<file path="config.mk">
export PLATFORM = sky130hd
export DESIGN_NAME = lnk_down_disposition
export DESIGN_NICKNAME = d
export VERILOG_FILES = /design/src/rtl/lnk_down_pkg.sv /design/src/rtl/lnk_route_decider.sv /design/src/rtl/lnk_port_tracker.sv /design/src/rtl/lnk_down_disposition.sv
export SDC_FILE = /design/constraint.sdc
export NUM_CORES = 1
export LEC_CHECK = 0
export CORE_UTILIZATION = 65
export DETAILED_ROUTE_END_ITERATION = 8
export DONT_BUFFER_PORTS = 1
export MAX_ROUTING_LAYER = met4
export PLACE_DENSITY = 0.81
export SLEW_MARGIN = 20
export SYNTH_ARGS = -nofsm -noshare
export SYNTH_HDL_FRONTEND = slang
export SYNTH_SLANG_ARGS = --single-unit
</file>
<file path="constraint.sdc">
create_clock -name clk -period 2.8 [get_ports clk]
set_input_delay 0.28 -clock clk [delete_from_list [all_inputs] [get_ports clk]]
set_output_delay 0.28 -clock clk [all_outputs]
set_load 0.01 [all_outputs]
</file>
<file path="src/rtl/lnk_down_pkg.sv">
package lnk_down_pkg;

  typedef enum logic [1:0] {
    DISP_FWD  = 2'b00,
    DISP_DROP = 2'b01,
    DISP_UR   = 2'b10
  } disp_e;

  // Disposition for one descriptor given whether its target link is dead.
  function automatic disp_e disp_for(input logic is_req,
                                     input logic dead_hit,
                                     input logic to_func);
    if (to_func || !dead_hit) return DISP_FWD;
    if (is_req)               return DISP_UR;
    return DISP_DROP;
  endfunction

  // Surprise-down is reported only for an unexpected downstream drop.
  function automatic logic sd_should_set(input logic fall,
                                         input logic dn_role,
                                         input logic suppressed);
    return fall && dn_role && !suppressed;
  endfunction

endpackage

</file>
<file path="src/rtl/lnk_route_decider.sv">
module lnk_route_decider #(
  parameter int NPORTS = 4,
  parameter int BUSW   = 8,
  localparam int PIDW  = (NPORTS > 1) ? $clog2(NPORTS) : 1
) (
  input  logic [NPORTS*BUSW-1:0] port_bus,
  input  logic [NPORTS-1:0]      port_dn_role,
  input  logic [NPORTS-1:0]      link_up,
  input  logic [PIDW-1:0]        src,
  input  logic [BUSW-1:0]        dest_bus,
  output logic [NPORTS-1:0]      hit_vec,
  output logic                   dead_hit
);

  for (genvar j = 0; j < NPORTS; j++) begin : g_match
    assign hit_vec[j] = port_dn_role[j]
                     && (port_bus[j*BUSW +: BUSW] == dest_bus)
                     && (src != PIDW'(j));
  end

  assign dead_hit = |(hit_vec & ~link_up);

endmodule

</file>
<file path="src/rtl/lnk_port_tracker.sv">
module lnk_port_tracker
  import lnk_down_pkg::*;
#(
  parameter int NQUAL = 5
) (
  input  logic             clk,
  input  logic             rst_n,
  input  logic             link_up,
  input  logic             dn_role,
  input  logic [NQUAL-1:0] qual_start,
  input  logic             sd_clr,
  output logic             link_q,
  output logic             fall_evt,
  output logic             rise_evt,
  output logic             ifb_flush,
  output logic             replay_flush,
  output logic             hot_reset,
  output logic             credit_adv,
  output logic             sd_status
);

  logic sup_q;
  logic sup_now;
  logic any_start;
  logic sd_set;

  assign fall_evt  = link_q & ~link_up;
  assign rise_evt  = ~link_q & link_up;
  assign any_start = |qual_start;
  assign sup_now   = sup_q | any_start;
  assign sd_set    = sd_should_set(fall_evt, dn_role, sup_now);

  always_ff @(posedge clk or negedge rst_n) begin
    if (!rst_n) begin
      link_q       <= 1'b0;
      ifb_flush    <= 1'b0;
      replay_flush <= 1'b0;
      hot_reset    <= 1'b0;
      credit_adv   <= 1'b0;
      sup_q        <= 1'b0;
      sd_status    <= 1'b0;
    end else begin
      link_q       <= link_up;
      ifb_flush    <= fall_evt;
      replay_flush <= fall_evt;
      hot_reset    <= fall_evt & ~dn_role;
      credit_adv   <= rise_evt;
      if (any_start)     sup_q <= 1'b1;
      else if (rise_evt) sup_q <= 1'b0;
      if (sd_set)        sd_status <= 1'b1;
      else if (sd_clr)   sd_status <= 1'b0;
    end
  end

endmodule

</file>
<file path="src/rtl/lnk_down_disposition.sv">
module lnk_down_disposition
  import lnk_down_pkg::*;
#(
  parameter int NPORTS = 4,
  parameter int BUSW   = 8,
  localparam int PIDW  = (NPORTS > 1) ? $clog2(NPORTS) : 1
) (
  input  logic                   clk,
  input  logic                   rst_n,
  input  logic [NPORTS-1:0]      link_up,
  input  logic [NPORTS-1:0]      port_dn_role,
  input  logic [NPORTS*BUSW-1:0] port_bus,
  input  logic [NPORTS-1:0]      sup_part_dis,
  input  logic [NPORTS-1:0]      sup_port_dis,
  input  logic [NPORTS-1:0]      sup_mode_rtr,
  input  logic [NPORTS-1:0]      sup_force_rtr,
  input  logic [NPORTS-1:0]      sup_clk_chg,
  input  logic [NPORTS-1:0]      sd_clear,
  input  logic                   tlp_valid,
  output logic                   tlp_ready,
  input  logic [PIDW-1:0]        tlp_src,
  input  logic                   tlp_is_req,
  input  logic [BUSW-1:0]        tlp_dest_bus,
  input  logic                   tlp_to_func,
  output logic                   disp_valid,
  input  logic                   disp_ready,
  output logic [1:0]             disp_code,
  output logic [NPORTS-1:0]      ifb_flush,
  output logic [NPORTS-1:0]      replay_flush,
  output logic [NPORTS-1:0]      hot_reset_req,
  output logic [NPORTS-1:0]      credit_adv,
  output logic [NPORTS-1:0]      sd_status
);

  localparam int NQUAL = 5;

  logic [NPORTS-1:0] link_q;
  logic [NPORTS-1:0] fall_vec;
  logic [NPORTS-1:0] rise_vec;
  logic [NPORTS-1:0] hit_vec;
  logic              dead_hit;
  logic              accept;
  disp_e             next_disp;
  disp_e             disp_q;

  for (genvar i = 0; i < NPORTS; i++) begin : g_port
    lnk_port_tracker #(.NQUAL(NQUAL)) u_trk (
      .clk          (clk),
      .rst_n        (rst_n),
      .link_up      (link_up[i]),
      .dn_role      (port_dn_role[i]),
      .qual_start   ({sup_part_dis[i], sup_port_dis[i], sup_mode_rtr[i],
                      sup_force_rtr[i], sup_clk_chg[i]}),
      .sd_clr       (sd_clear[i]),
      .link_q       (link_q[i]),
      .fall_evt     (fall_vec[i]),
      .rise_evt     (rise_vec[i]),
      .ifb_flush    (ifb_flush[i]),
      .replay_flush (replay_flush[i]),
      .hot_reset    (hot_reset_req[i]),
      .credit_adv   (credit_adv[i]),
      .sd_status    (sd_status[i])
    );
  end

  lnk_route_decider #(.NPORTS(NPORTS), .BUSW(BUSW)) u_route (
    .port_bus     (port_bus),
    .port_dn_role (port_dn_role),
    .link_up      (link_up),
    .src          (tlp_src),
    .dest_bus     (tlp_dest_bus),
    .hit_vec      (hit_vec),
    .dead_hit     (dead_hit)
  );

  assign tlp_ready = !disp_valid || disp_ready;
  assign accept    = tlp_valid && tlp_ready;
  assign next_disp = disp_for(tlp_is_req, dead_hit, tlp_to_func);
  assign disp_code = disp_q;

  always_ff @(posedge clk or negedge rst_n) begin
    if (!rst_n) begin
      disp_valid <= 1'b0;
      disp_q     <= DISP_FWD;
    end else if (accept) begin
      disp_valid <= 1'b1;
      disp_q     <= next_disp;
    end else if (disp_ready) begin
      disp_valid <= 1'b0;
    end
  end

endmodule

</file>
==> results by group <==
Outcome
  • Run status: finished, final reports clean

CTS
  • Total CTS buffers: 3
  • Worst-skew pair later-pin latency: 320 ps
  • CTS tree: done
  • CTS Sinks: 27
  • Setup Buffers After CTS: 0
  • Clk buf depth: 2
  • Root Buffer: clkbuf_4
  • # H-tree levels: 1
  • Clk slew on worst S/H paths: 140 ps

Timing
  • Min cycle time layout: 1220 ps
  • Worst clock skew: 0.703 ps
  • Period utilisation layout: 43.6%
  • Max Clk Rate: 820 MHz
  • Setup slack after layout: 1580 ps
  • RSZ-0062 raised after global routing: false
  • Slew Viols, Final: 0
  • Rel. slew slack: 72.9%
  • WHS: 24.1 ps
  • Tightest Pin Transition: 403 ps
  • Setup TNS: 0 ps
  • Final setup violating endpoints: 0
  • Final Hold Fails: 0

Layout
  • Final nets: 221
  • Multi-input gate area in the final layout: 642 µm²
  • Synthesis-to-layout area growth: -1.39%
  • Finished Cell Area: 1510 µm²
  • Filler cells: 180
  • # diodes: 0
  • Reg area: 676 µm²
  • Layout cells sized above 1: 3.57%

GRT
  • Grt ovf: 0
  • Vias in the first global route: 1103
  • Initial antenna violation count: 0
  • First-pass GRT wire length: 4.42 mm
  • GRT Total Usage: 24.7%
  • Largest net degree at the start of global routing: 28

Placed design
  • GPL Wtd Cong: 0.708
  • DP Area: 1390 µm²
  • IO Port Bufs: 0
  • Dpl hpwl: 2.29 mm
  • Placement Setup Slack: 1420 ps

Logic synthesis
  • Net count after synthesis: 234
  • Synth Register Bits: 27
  • Cell taking the most area after synthesis: dfrtp_1
  • Ys Warns: 0
  • Sequential area share after synthesis: 44.0%
  • Avg Cell Area, Syn: 9.96 µm²
  • Cells after synthesis: 154
  • Post-synth cell types: 25
  • Yosys top cell area share: 44.0%
  • Synthesized area: 1530 µm²
  • Largest cells by area after synthesis: dfrtp_1 44%, xnor2_1 18%, buf_4 9.8%

Detailed routing
  • Drt initial violations: 8
  • Routed vias/inst: 6.04
  • DRC: 0
  • Final WL: 2.94 mm
  • Final antenna-violating net count: 0
  • Vias: 1015
  • Routed WL per cell: 17.5 µm
  • Detailed Routing Iterations Pass 1: 4

Setup path
  • Critical path data arrival time: 940 ps
  • Highest-delay cell along the critical path: dfrtp_1
  • Family with the most delay on the worst path: flip-flops
  • Critical path type: reg2out
  • Worst-path fanout max: 3
  • CP Cell Sequence: nand2b_1
  • Critical path endpoint category: output port
  • CP Buf/Inv Count: 0
  • Crit path required time: 2520 ps
  • CP peak stage delay: 440 ps
  • Setup slack, reg-to-reg: 1600 ps
  • Critical Path Start Type: flop

Die
  • DIE AREA: 2560 µm²
  • I/O Pins: 104
  • Row cnt: 17
  • Chip width: 50.6 µm
  • Die height: 50.6 µm
  • CORE AREA: 2210 µm²
  • Initial Util: 69.3%

Power
  • Leak: 0.611 nW
  • Peak VDD IR: 0.000260 V
  • Pwr dens: 445 nW/µm²

Worst hold path
  • Worst hold path class: in2reg

Run
  • Max-Cap Viols: 0
-- state kept, by name, indices dropped and copies added, names as in the netlist --
register,cells
disp_code,2
disp_valid,1
g_port.u_trk.credit_adv,4
g_port.u_trk.hot_reset,4
g_port.u_trk.ifb_flush,4
g_port.u_trk.link_q,4
g_port.u_trk.sd_status,4
g_port.u_trk.sup_q,4
-- stage by stage --
stage	std cells	utilization, %	total power, mW
finish	168	68.4	0.672
global route	168	68.4	0.703
CTS	167	67.9	0.674
detailed placement	155	62.7	0.493
global placement	155	62.7	0.490
floorplan	154	-	0.507
-- routing by layer --
metal	share of wire, %	vias to the layer above	wire length [µm]	global-route usage [%]
met1	35	486	1030	22.5
met2	57	65	1660	47.6
met5	0	-	0	-
met3	6.8	6	201	5.15
met4	1.4	0	42	12.0
li1	-	458	-	-
-- where the power goes --
| group | internal (mW) | switching (mW) | leakage, nW |
|---|---|---|---|
| registers | 0.402 | 0.0124 | 0.333 |
| logic | 0.0528 | 0.0373 | 0.262 |
| clock network | 0.0558 | 0.112 | 0.0150 |
-- worst paths after layout --
| kind | endpoint | depth (start not counted) | start |
|---|---|---|---|
| worst max-delay path | tlp_ready | 1 | disp_valid$_DFFE_PN0P_ |
| worst min register to register | g_port[3].u_trk.credit_adv$_DFF_PN0_ | 1 | g_port[3].u_trk.link_q$_DFF_PN0_ |
| worst min-delay path | g_port[1].u_trk.ifb_flush$_DFF_PN0_ | 1 | link_up[1] |
| max in group asynchronous | g_port[0].u_trk.sd_status$_DFFE_PN0P_ | 2 | rst_n |
| min in group asynchronous | g_port[2].u_trk.ifb_flush$_DFF_PN0_ | 2 | rst_n |
| worst max register to register | disp_code[1]$_DFFE_PN0P_ | 3 | disp_valid$_DFFE_PN0P_ |
-- layout make-up --
type,count,area share [%]
multi-input cells,91,42.4
flip-flops and latches,27,44.7
clock buffers,4,1.74
inverters,9,2.23
well taps,28,2.32
repair buffers,9,6.62
-- layout by cell type (no fill, tap or decap), drive strengths merged --
cell and count:
o2111ai 2, or4 4, nor3 4, nand2 6, xor2 1, nand4 4
and2 1, o21ai 6, dfrtp 27, nor4 1, o41ai 2, nand2b 2
buf 1, nand4b 3, a41o 2, dlygate4sd3 8, nor2 6, nor2b 11
inv 9, clkbuf 4, a2111o 1, nand3 4, xnor2 31
-- what timing repair did --
action / in CTS / in global routing
endpoints found under the setup margin: 0 / 0
resized for setup: 0 / 0
endpoints found under the hold margin: 33 / 1
hold buffers: 8 / 1
-- worst reg2reg max path, stage by stage, from the launching register on --
cell and delay, ps:
dfrtp_1 440, nand2b_1 180, nand2_1 140, o41ai_1 340
-- Yosys cell counts, drive strengths merged --
| library cell | number |
|---|---|
| o2111ai | 2 |
| nor4 | 1 |
| xor2 | 1 |
| dfrtp | 27 |
| xnor2 | 31 |
| nor2 | 6 |
| nand2 | 6 |
| nor2b | 11 |
| nand4b | 3 |
| buf | 22 |
| o41ai | 2 |
| nand4 | 4 |
| and2 | 1 |
| nand3 | 4 |
| clkbuf | 5 |
| or4 | 4 |
| nor3 | 4 |
| o21ai | 6 |
| a41o | 2 |
| inv | 9 |
| a2111o | 1 |
| nand2b | 2 |
-- logic make-up (layout without fill, tap and decap cells) --
| group | Yosys count | after routing | synth area share (%) |
|---|---|---|---|
| and+or+nand+nor | 46 | 46 | 17.3 |
| buffers and inverters | 36 | 22 | 14.1 |
| xor gates and xnor gates | 32 | 32 | 18.3 |
| DFF | 27 | 27 | 44.0 |
| AOI/OAI and AO/OA | 13 | 13 | 6.28 |
Power figures use the tool's default switching activity.
